==> src/rtl/ilv_pkg.sv <==
package ilv_pkg;

    localparam int unsigned ILV_AW       = 32;
    localparam int unsigned ILV_QW       = 16;
    localparam int unsigned ILV_QW_BYTES = 16;
    localparam int unsigned ILV_QW_SHIFT = $clog2(ILV_QW_BYTES);

    typedef logic [ILV_AW-1:0] addr_t;
    typedef logic [ILV_QW-1:0] qwc_t;

    typedef enum logic [1:0] {
        ST_IDLE,
        ST_RUN,
        ST_WAIT,
        ST_FIRE
    } ilv_state_e;

    typedef struct packed {
        logic dir;
        qwc_t total;
        qwc_t run;
        qwc_t skip;
    } ilv_shape_t;

    typedef struct packed {
        logic valid;
        logic run_end;
        logic job_end;
    } ilv_beat_t;

    function automatic qwc_t eff_run(input qwc_t run, input qwc_t total);
        return (run == '0) ? total : run;
    endfunction

    function automatic qwc_t min_qwc(input qwc_t a, input qwc_t b);
        return (a < b) ? a : b;
    endfunction

    function automatic addr_t qw_bytes(input qwc_t n);
        return addr_t'(n) << ILV_QW_SHIFT;
    endfunction

endpackage

==> src/rtl/ilv_run_ctrl.sv <==
module ilv_run_ctrl
    import ilv_pkg::*;
(
    input  logic       clk,
    input  logic       rst,
    input  logic       start,
    input  ilv_shape_t shape_in,
    input  logic       timer_zero,
    output ilv_state_e state,
    output logic       accept,
    output ilv_beat_t  beat,
    output ilv_shape_t shape_q,
    output qwc_t       remain
);

    qwc_t beats_left;
    qwc_t run_len;
    qwc_t rem_after;
    qwc_t next_run;
    qwc_t first_run;

    always_comb begin
        accept       = start && (state == ST_IDLE);
        first_run    = min_qwc(eff_run(shape_in.run, shape_in.total), shape_in.total);
        rem_after    = remain - run_len;
        next_run     = min_qwc(eff_run(shape_q.run, shape_q.total), rem_after);
        beat.valid   = (state == ST_RUN);
        beat.run_end = beat.valid && (beats_left == qwc_t'(1));
        beat.job_end = beat.run_end && (rem_after == '0);
    end

    always_ff @(posedge clk) begin
        if (rst) begin
            state      <= ST_IDLE;
            shape_q    <= '0;
            remain     <= '0;
            beats_left <= '0;
            run_len    <= '0;
        end else begin
            case (state)
                ST_IDLE: begin
                    if (accept) begin
                        shape_q    <= shape_in;
                        remain     <= shape_in.total;
                        run_len    <= first_run;
                        beats_left <= first_run;
                        state      <= (shape_in.total == '0) ? ST_WAIT : ST_RUN;
                    end
                end
                ST_RUN: begin
                    if (beat.run_end) begin
                        remain <= rem_after;
                        if (beat.job_end) begin
                            state <= ST_WAIT;
                        end else begin
                            run_len    <= next_run;
                            beats_left <= next_run;
                        end
                    end else begin
                        beats_left <= beats_left - qwc_t'(1);
                    end
                end
                ST_WAIT: begin
                    if (timer_zero) begin
                        state <= ST_FIRE;
                    end
                end
                default: begin
                    state <= ST_IDLE;
                end
            endcase
        end
    end

endmodule

==> src/rtl/ilv_ptr_unit.sv <==
module ilv_ptr_unit
    import ilv_pkg::*;
(
    input  logic  clk,
    input  logic  rst,
    input  logic  accept,
    input  addr_t mem_in,
    input  addr_t spr_in,
    input  qwc_t  skip_q,
    input  logic  beat_valid,
    input  logic  run_end,
    output addr_t mem_beat,
    output addr_t spr_beat,
    output addr_t chan_mem,
    output addr_t chan_spr
);

    localparam addr_t STEP = addr_t'(ILV_QW_BYTES);

    addr_t mem_next_run;
    addr_t spr_next;

    always_comb begin
        mem_next_run = mem_beat + STEP + qw_bytes(skip_q);
        spr_next     = spr_beat + STEP;
    end

    always_ff @(posedge clk) begin
        if (rst) begin
            mem_beat <= '0;
            spr_beat <= '0;
            chan_mem <= '0;
            chan_spr <= '0;
        end else if (accept) begin
            mem_beat <= mem_in;
            spr_beat <= spr_in;
            chan_mem <= mem_in;
            chan_spr <= spr_in;
        end else if (beat_valid) begin
            spr_beat <= spr_next;
            if (run_end) begin
                mem_beat <= mem_next_run;
                chan_mem <= mem_next_run;
                chan_spr <= spr_next;
            end else begin
                mem_beat <= mem_beat + STEP;
            end
        end
    end

endmodule

==> src/rtl/ilv_delay_timer.sv <==
module ilv_delay_timer
    import ilv_pkg::*;
#(
    parameter int unsigned DLY_PER_QW = 8
) (
    input  logic clk,
    input  logic rst,
    input  logic load,
    input  qwc_t load_qwc,
    input  logic count_en,
    output logic zero
);

    localparam int unsigned DW = ILV_QW + $clog2(DLY_PER_QW + 1) + 1;

    logic [DW-1:0] cnt;

    assign zero = (cnt == '0);

    always_ff @(posedge clk) begin
        if (rst) begin
            cnt <= '0;
        end else if (load) begin
            cnt <= DW'(load_qwc) * DW'(DLY_PER_QW);
        end else if (count_en && !zero) begin
            cnt <= cnt - DW'(1);
        end
    end

endmodule

==> src/rtl/ilv_stride_agen.sv <==
module ilv_stride_agen
    import ilv_pkg::*;
#(
    parameter int unsigned DLY_PER_QW = 8
) (
    input  logic                clk,
    input  logic                rst,
    input  logic                start,
    input  logic                dir,
    input  logic [ILV_QW-1:0]   total_qwc,
    input  logic [ILV_QW-1:0]   run_qwc,
    input  logic [ILV_QW-1:0]   skip_qwc,
    input  logic [ILV_AW-1:0]   mem_addr,
    input  logic [ILV_AW-1:0]   spr_addr,
    output logic                busy,
    output logic                beat_valid,
    output logic [ILV_AW-1:0]   rd_addr,
    output logic [ILV_AW-1:0]   wr_addr,
    output logic [ILV_AW-1:0]   chan_mem,
    output logic [ILV_AW-1:0]   chan_spr,
    output logic [ILV_QW-1:0]   chan_qwc,
    output logic                irq
);

    ilv_shape_t shape_in;
    ilv_shape_t shape_q;
    ilv_state_e state;
    ilv_beat_t  beat;
    logic       accept;
    logic       timer_zero;
    logic       timer_load;
    qwc_t       timer_qwc;
    qwc_t       remain;
    addr_t      mem_beat;
    addr_t      spr_beat;

    always_comb begin
        shape_in.dir   = dir;
        shape_in.total = total_qwc;
        shape_in.run   = run_qwc;
        shape_in.skip  = skip_qwc;
    end

    ilv_run_ctrl u_ctrl (
        .clk        (clk),
        .rst        (rst),
        .start      (start),
        .shape_in   (shape_in),
        .timer_zero (timer_zero),
        .state      (state),
        .accept     (accept),
        .beat       (beat),
        .shape_q    (shape_q),
        .remain     (remain)
    );

    ilv_ptr_unit u_ptr (
        .clk        (clk),
        .rst        (rst),
        .accept     (accept),
        .mem_in     (mem_addr),
        .spr_in     (spr_addr),
        .skip_q     (shape_q.skip),
        .beat_valid (beat.valid),
        .run_end    (beat.run_end),
        .mem_beat   (mem_beat),
        .spr_beat   (spr_beat),
        .chan_mem   (chan_mem),
        .chan_spr   (chan_spr)
    );

    assign timer_load = accept || beat.job_end;
    assign timer_qwc  = accept ? total_qwc : shape_q.total;

    ilv_delay_timer #(
        .DLY_PER_QW (DLY_PER_QW)
    ) u_timer (
        .clk      (clk),
        .rst      (rst),
        .load     (timer_load),
        .load_qwc (timer_qwc),
        .count_en (state == ST_WAIT),
        .zero     (timer_zero)
    );

    always_comb begin
        busy       = (state != ST_IDLE);
        beat_valid = beat.valid;
        irq        = (state == ST_FIRE);
        chan_qwc   = remain;
        if (shape_q.dir) begin
            rd_addr = mem_beat;
            wr_addr = spr_beat;
        end else begin
            rd_addr = spr_beat;
            wr_addr = mem_beat;
        end
    end

endmodule

==> config.mk <==
export PLATFORM = sky130hd
export DESIGN_NAME = ilv_stride_agen
export DESIGN_NICKNAME = d
export VERILOG_FILES = /design/src/rtl/ilv_pkg.sv /design/src/rtl/ilv_run_ctrl.sv /design/src/rtl/ilv_ptr_unit.sv /design/src/rtl/ilv_delay_timer.sv /design/src/rtl/ilv_stride_agen.sv
export SDC_FILE = /design/constraint.sdc
export NUM_CORES = 1
export LEC_CHECK = 0
export BUFFER_PORTS_ARGS = -buffer_cell sky130_fd_sc_hd__buf_2
export CAP_MARGIN = 25
export CORE_UTILIZATION = 60
export DETAILED_ROUTE_END_ITERATION = 12
export GPL_TIMING_DRIVEN = 0
export PLACE_DENSITY_LB_ADDON = 0.12
export SLEW_MARGIN = 5
export SYNTH_ARGS = -nofsm -noshare
export SYNTH_HDL_FRONTEND = slang
export SYNTH_SLANG_ARGS = --single-unit
==> constraint.sdc <==
create_clock -name clk -period 10.5 [get_ports clk]
set_clock_uncertainty 0.15 [all_clocks]
set_input_delay 0.525 -clock clk [delete_from_list [all_inputs] [get_ports clk]]
set_output_delay 0.525 -clock clk [all_outputs]
set_load 0.05 [all_outputs]
==> run metrics, run 1 <==
share of layout cells above drive strength 1 around 17%; Top FF cell, synth dfxtp_1; setup TNS 0 ns; Reg clk slew, reported paths 0.06 ns; area grow syn2layout 16.5%; CTS Sinks about 250; maxcap violations 0; antenna violation net count after detailed routing 0; final hold slack 0.0363 ns; Worst-Margin Slew 1.11 ns; GPL Wtd Cong about 1.1; CP required around 11 ns; pin count of the biggest net entering global routing 15; CP Launch Type flip-flop; die height 165 um; Lkg Pwr between 7 and 8 nW; # Post-CTS Setup Buffers 0; Max VDD drop between 0.0005 and 0.0006 V; fin nets ~2600; Seq cells post-synth around 250; CP startpoint u_ctrl.remain[0]$_SDFFE_PP0P_; crit path kind flip-flop to flip-flop; hold_sp skip_qwc[1]; Critical Path Sink Type flip-flop; power per cell area between 300 and 400 nW/um^2; Top-Level Pins roughly 260; Post-synth EDFFs 0; Core ar. 26100 um^2; Initial Util 61.2%; Fmax achieved 171 MHz; Final Hold Viols 0; Clock Latency Late Sink approximately 0.58 ns; WHS Path Cells 3; # resized after CTS 0; worst hold path class input pin to flip-flop; initial antenna violation count 3; die width 165 um; RSZ-0062 raised after global routing false; port buffer count roughly 260; Crit path largest cell delay 0.50 ns; post-synth cell types 78; CTS Hold Bufs 0; first-pass GRT wire length a little under 100000 um; die area 27200 um^2; vias in the first global route 16700; Syn. warnings 0; total gr overflow 0; vias per inst roughly 6.7; 1st-iter DRT viols between 2000 and 2500; run status completed; Clock Path Buffers 3; drt wl/cell 23.7 um; Pre-Repair DR Iteration Count 6; cell breakdown of the critical path inv_1 > ha_1 > fa_1 > nor2b_1 > o211ai_1 > and2_1 > o211a_1 > xnor2_1 > inv_1 > ha_1 > nand4_1 > nor4_1 > o2111ai_1 > nand3_1 > buf_2 > clkbuf_1 > mux2i_1 > o21ai_0 > nor3_1 > a211oi_1; TritonCTS Buffers 27; cells on worst reg2reg path 20; H-tree depth 1; Synth Cell Area between 15000 and 20000 um^2; Final period util 55.7%; crit path max fanout 10; Fillers approximately 2200; Crit path depth 20; CP bufs+invs 4; setup violators final 0; CP delay by family, top simple AND/OR/NAND/NOR gates; WP data arrival around 6 ns; register area share after synthesis 31.1%; CP max-delay cell nor4_1; Tmin final roughly 5.9 ns; CTS tree yes; DRC errors left 0; worst reg2reg startpoint u_ctrl.remain[0]$_SDFFE_PP0P_; max_slew headroom 24.0%; ys async rst share 0%; GRT Util Overall 46.9%; Synth Area per Inst approximately 7.5 um^2; post-synthesis cell count between 2000 and 2500; Synth Net Count 2311; via count around 18000; row count 59; Routed WL 65600 um; max-slew violations 0; Clk Tree Root Cell clkbuf_16; hpwl dp a little under 50000 um
power breakdown:
part | internal, W | total (W) | switching [W] | leakage (nW)
logic | 0.00126 | 0.00410 | 0.00284 | 5.39
clock network | 0.000561 | 0.000976 | 0.000415 | 0.427
registers | 0.00121 | 0.00147 | 0.000267 | 2.04
total | 0.00303 | 0.00655 | 0.00353 | 7.85
per-stage QoR:
step	instance area (um^2)	utilization [%]	setup WS, ns	std cells	power, W
floorplan	16000	-	5.83	2122	0.00428
global placement	17700	67.8	4.74	2718	0.00532
detailed placement	17700	67.8	4.83	2718	0.00541
CTS	18600	71.2	4.79	2762	0.00639
global route	18600	71.3	4.31	2765	0.00687
finish	18600	71.3	4.65	2767	0.00655
sequential cells by signal, indices dropped and copies added, names as in the netlist:
name and flops:
u_ctrl.shape_q 49, u_ptr.chan_spr 32, u_ctrl.state 2, u_ptr.chan_mem 32, u_ctrl.run_len 16, u_ctrl.remain 16, u_ptr.spr_beat 32, u_ctrl.beats_left 16
u_timer.cnt 21, u_ptr.mem_beat 32
cell type report:
type                       instances  area, um^2  share of cell area (%)
multi-input combinational       1655       10100                    54.6
sequential                       248        4960                    26.7
timing repair buffer             263        1330                    7.14
clock buffer                      37         773                    4.16
buffer                           146         572                    3.08
tap                              335         419                    2.26
inverter                          73         274                    1.47
clock inverter                     7         105                   0.566
antenna                            3        7.51                  0.0404
synthesized netlist by cell type (17+ instances only):
| cell type | count | area, um^2 |
|---|---|---|
| a211oi_1 | 54 | 405 |
| a21o_1 | 27 | 203 |
| a21oi_1 | 251 | 1260 |
| a311oi_1 | 22 | 193 |
| and3_1 | 18 | 113 |
| clkbuf_1 | 121 | 454 |
| dfxtp_1 | 248 | 4960 |
| ha_1 | 71 | 888 |
| inv_1 | 72 | 270 |
| mux2_2 | 62 | 698 |
| mux2i_1 | 17 | 170 |
| nand2_1 | 331 | 1240 |
| nand3_1 | 63 | 315 |
| nand4_1 | 37 | 231 |
| nor2_1 | 188 | 706 |
| nor3_1 | 53 | 265 |
| nor4_1 | 27 | 169 |
| o211ai_1 | 21 | 158 |
| o21ai_0 | 98 | 490 |
| xnor2_1 | 63 | 552 |
| xor2_1 | 57 | 499 |
worst reg2reg max path, stage by stage (launching register included):
cell and delay [ns]:
dfxtp_1 0.44, inv_1 0.08, ha_1 0.24, fa_1 0.43, nor2b_1 0.13, o211ai_1 0.14, and2_1 0.24, o211a_1 0.26
xnor2_1 0.42, inv_1 0.09, ha_1 0.33, nand4_1 0.15, nor4_1 0.50, o2111ai_1 0.26, nand3_1 0.19, buf_2 0.34
clkbuf_1 0.47, mux2i_1 0.36, o21ai_0 0.19, nor3_1 0.23, a211oi_1 0.07
cell usage in the layout (no fill, tap or decap), drive strengths merged, types with 5 or more instances in the layout:
master	count
a2111oi	7
a211oi	54
a21o	27
a21oi	251
a221oi	7
a22oi	12
a311oi	22
a31oi	8
and2	9
and3	18
and4	10
buf	287
clkbuf	159
dfxtp	248
ha	71
inv	74
mux2	62
mux2i	17
nand2	332
nand2b	6
nand3	64
nand4	37
nor2	190
nor2b	7
nor3	54
nor4	29
o2111ai	5
o211a	5
o211ai	21
o21a	6
o21ai	99
o21bai	5
o221ai	13
o311ai	5
o31ai	11
or2	9
or3	9
or4	9
xnor2	63
xor2	57
final timing paths:
| check | to | slack, ns |
|---|---|---|
| max | u_ctrl.run_len[14]$_SDFFE_PP0P_ | 4.65 |
| min | u_ctrl.shape_q[1]$_SDFFE_PP0P_ | 0.04 |
| max reg2reg | u_ctrl.run_len[14]$_SDFFE_PP0P_ | 4.65 |
| min reg2reg | u_timer.cnt[20]$_SDFFE_PP0P_ | 0.28 |
routing by layer:
metal	part of all wire [%]	GRT usage [%]	vias up	wire [um]
met5	0	0	-	0
li1	-	-	8173	-
met4	8.1	33.2	0	5300
met1	36	56.5	8537	23900
met2	44	74.3	1415	28900
met3	11	9.79	360	7540
logic make-up after synthesis:
group                    synth area share [%]
buffers and inverters                    5.30
XOR/XNOR                                 6.59
flip-flops                               31.1
multiplexers                             5.44
AND/OR/NAND/NOR                          22.9
AO/OA/AOI/OAI                            22.8
adder cells (fa/ha/maj)                  5.82
(Power assumes the default switching activity.)
==> inputs of run 2 (changes only) <==
- CORE_UTILIZATION: 60 -> 58
- clock period: 10.5 -> 5.81 ns (I/O delays scaled with it)
==> run 2 against run 1 <==
  * Non-clock buffer count rose by 99
  * Worst setup slack lost 4.3 ns
  * Final area grew 6.0%
  * Fmax rose by 8.1%
  * Total power up 83%
  * Critical path depth unchanged
  * Clock-buffer cell count rose by 4
  * Register-to-register slack worse by 4.3 ns
  * Via count grew 0.68%
  * Largest power group unchanged
  * Largest cell class unchanged
  * Routed wire length rose by 1.1%
  * Die area rose by 3.4%
  * Critical path type unchanged
  * Utilization increased by 1.8 points
==> run metrics, run 2 (same netlist as run 1, synthesis figures left out) <==
Critical Path Sink Type flip-flop; fin nets between 2000 and 3000; worst hold path class input pin to flip-flop; most frequent cells in the layout 331 x nand2_1, 274 x buf_2, 251 x a21oi_1, 248 x dfxtp_1, 188 x nor2_1; Reg clk slew, reported paths 0.06 ns; Worst-Margin Slew ~1.1 ns; crit path max fanout 10; Clock Latency Late Sink approximately 0.56 ns; WHS Path Cells 3; crit path kind flip-flop to flip-flop; Core ar. 27000 um^2; GPL Wtd Cong between 1 and 1.5; H-tree depth 1; setup TNS 0 ns; max_slew headroom roughly 27%; max-slew violations 0; total gr overflow 0; die height around 170 um; pin count of the biggest net entering global routing 15; hold endpoint u_ctrl.shape_q[33]$_SDFFE_PP0P_; hpwl dp a little under 50000 um; drt wl/cell 23.0 um; GRT Util Overall 45.7%; Initial Util 59.2%; CP Launch Type flip-flop; Fmax achieved around 180 MHz; CP required ~6.1 ns; Clk Tree Root Cell clkbuf_16; cells on worst reg2reg path 20; Pre-Repair DR Iteration Count 7; first-pass GRT wire length 99500 um; vias per inst ~6.5; reg2reg end u_ctrl.beats_left[9]$_SDFFE_PP0P_; worst reg2reg startpoint u_ctrl.remain[0]$_SDFFE_PP0P_; Final period util between 90% and 100%; port buffer count ~260; R2R setup slack approximately 0.4 ns; max reg flops 49; initial antenna violation count 0; die width around 170 um; Biggest register u_ctrl.shape_q; TritonCTS Buffers 28; maxcap violations 0; setup violators final 0; die area roughly 28000 um^2; Top-Level Pins ~260; area grow syn2layout 23.4%; ant diodes 0; run status completed; commonest non-fill, non-tap cell in the layout nand2_1; DRC errors left 0; power per cell area 610 nW/um^2; post-route cell area 19700 um^2; 1st-iter DRT viols 2380; antenna violation net count after detailed routing 0; Clock Path Buffers 3; via count 18600; RSZ-0062 raised after global routing false; Tmin final approximately 5.4 ns; WP data arrival between 5 and 6 ns; CTS tree yes; hold_sp total_qwc[1]; worst setup margin roughly 0.4 ns; vias in the first global route about 18000; share of layout cells above drive strength 1 16.4%; DP Area 17700 um^2; Routed WL roughly 66000 um; Max VDD drop ~0.00039 V; row count 60; CTS Sinks about 250; Final Hold Viols 0; Placement Setup Slack approximately 0.35 ns; Lkg Pwr 8.32 nW
-- run 2: changes by cell type in the layout (fill, tap and decap cells not counted), sizes merged --
| cell | change |
|---|---|
| clkinv | +4 |
| dlygate4sd3 | +101 |
| bufinv | +1 |
| diode | -3 |
| buf | -1 |
| clkinvlp | -1 |
| clkbuf | +3 |
-- run 2: layout make-up --
cell class                 instances  area (um^2)
multi-input combinational       1655        10200
fill                            2159         7260
sequential                       248         4960
timing repair buffer             362         2320
clock buffer                      41          830
buffer                           146          573
tap                              341          427
inverter                          73          274
clock inverter                    11          151
-- run 2: worst max-delay path by stage --
| stage | endpoint | start | slack, ns | depth (start not counted) |
|---|---|---|---|---|
| floorplan | u_ctrl.beats_left[11]$_SDFFE_PP0P_ | u_ctrl.remain[0]$_SDFFE_PP0P_ | 1.14 | 20 |
| global placement | u_ctrl.run_len[11]$_SDFFE_PP0P_ | u_ctrl.remain[6]$_SDFFE_PP0P_ | 0.33 | 16 |
| detailed placement | u_ctrl.run_len[11]$_SDFFE_PP0P_ | u_ctrl.remain[6]$_SDFFE_PP0P_ | 0.35 | 16 |
| CTS | u_ctrl.run_len[11]$_SDFFE_PP0P_ | u_ctrl.remain[6]$_SDFFE_PP0P_ | 0.33 | 16 |
| global route | u_ctrl.run_len[11]$_SDFFE_PP0P_ | u_ctrl.remain[0]$_SDFFE_PP0P_ | 0.15 | 20 |
| finish | u_ctrl.beats_left[9]$_SDFFE_PP0P_ | u_ctrl.remain[0]$_SDFFE_PP0P_ | 0.40 | 20 |
-- run 2: power breakdown --
part	internal (W)	switching, W	total, W
clock network	0.00112	0.000760	0.00188
registers	0.00218	0.000496	0.00268
logic	0.00234	0.00511	0.00744
-- run 2: worst max-delay path, stage by stage, from the launching register on --
cell and delay [ns]:
dfxtp_1 0.36, inv_1 0.06, ha_1 0.23, fa_1 0.42, nor2b_1 0.15, o211ai_1 0.13, and2_1 0.23, o211a_1 0.26
xnor2_1 0.42, inv_1 0.11, ha_1 0.34, nand4_1 0.16, nor4_1 0.33, o2111ai_1 0.18, nand3_1 0.18, buf_2 0.31
clkbuf_2 0.31, mux2i_1 0.36, nor2_1 0.07, a211oi_1 0.36, a311oi_1 0.15
-- run 2: routing by layer --
layer	up-vias	track usage, %	share of wire, %
met5	-	0	0
met4	0	33.4	8.2
met3	342	9.12	11
met2	1338	73.6	45
met1	8570	54.3	37
li1	8360	-	-
-- run 2: per-stage QoR --
stage	power (W)	hold WS (ns)	std cells	util, %
final	0.0120	0.00324	2877	73.1
after global routing	0.0126	0.0140	2877	73.1
after CTS	0.0117	0.00622	2877	73.0
after detailed placement	0.00976	0.279	2724	65.6
after global placement	0.00963	0.273	2724	65.6
after floorplan	0.00774	0.259	2122	-
-- run 2: repair_timing --
action	CTS	global route
hold buffers	101	0
buffers inserted	0	0
hold endpoints to repair	136	0
resized for setup	0	4
endpoints found under the setup margin	0	8
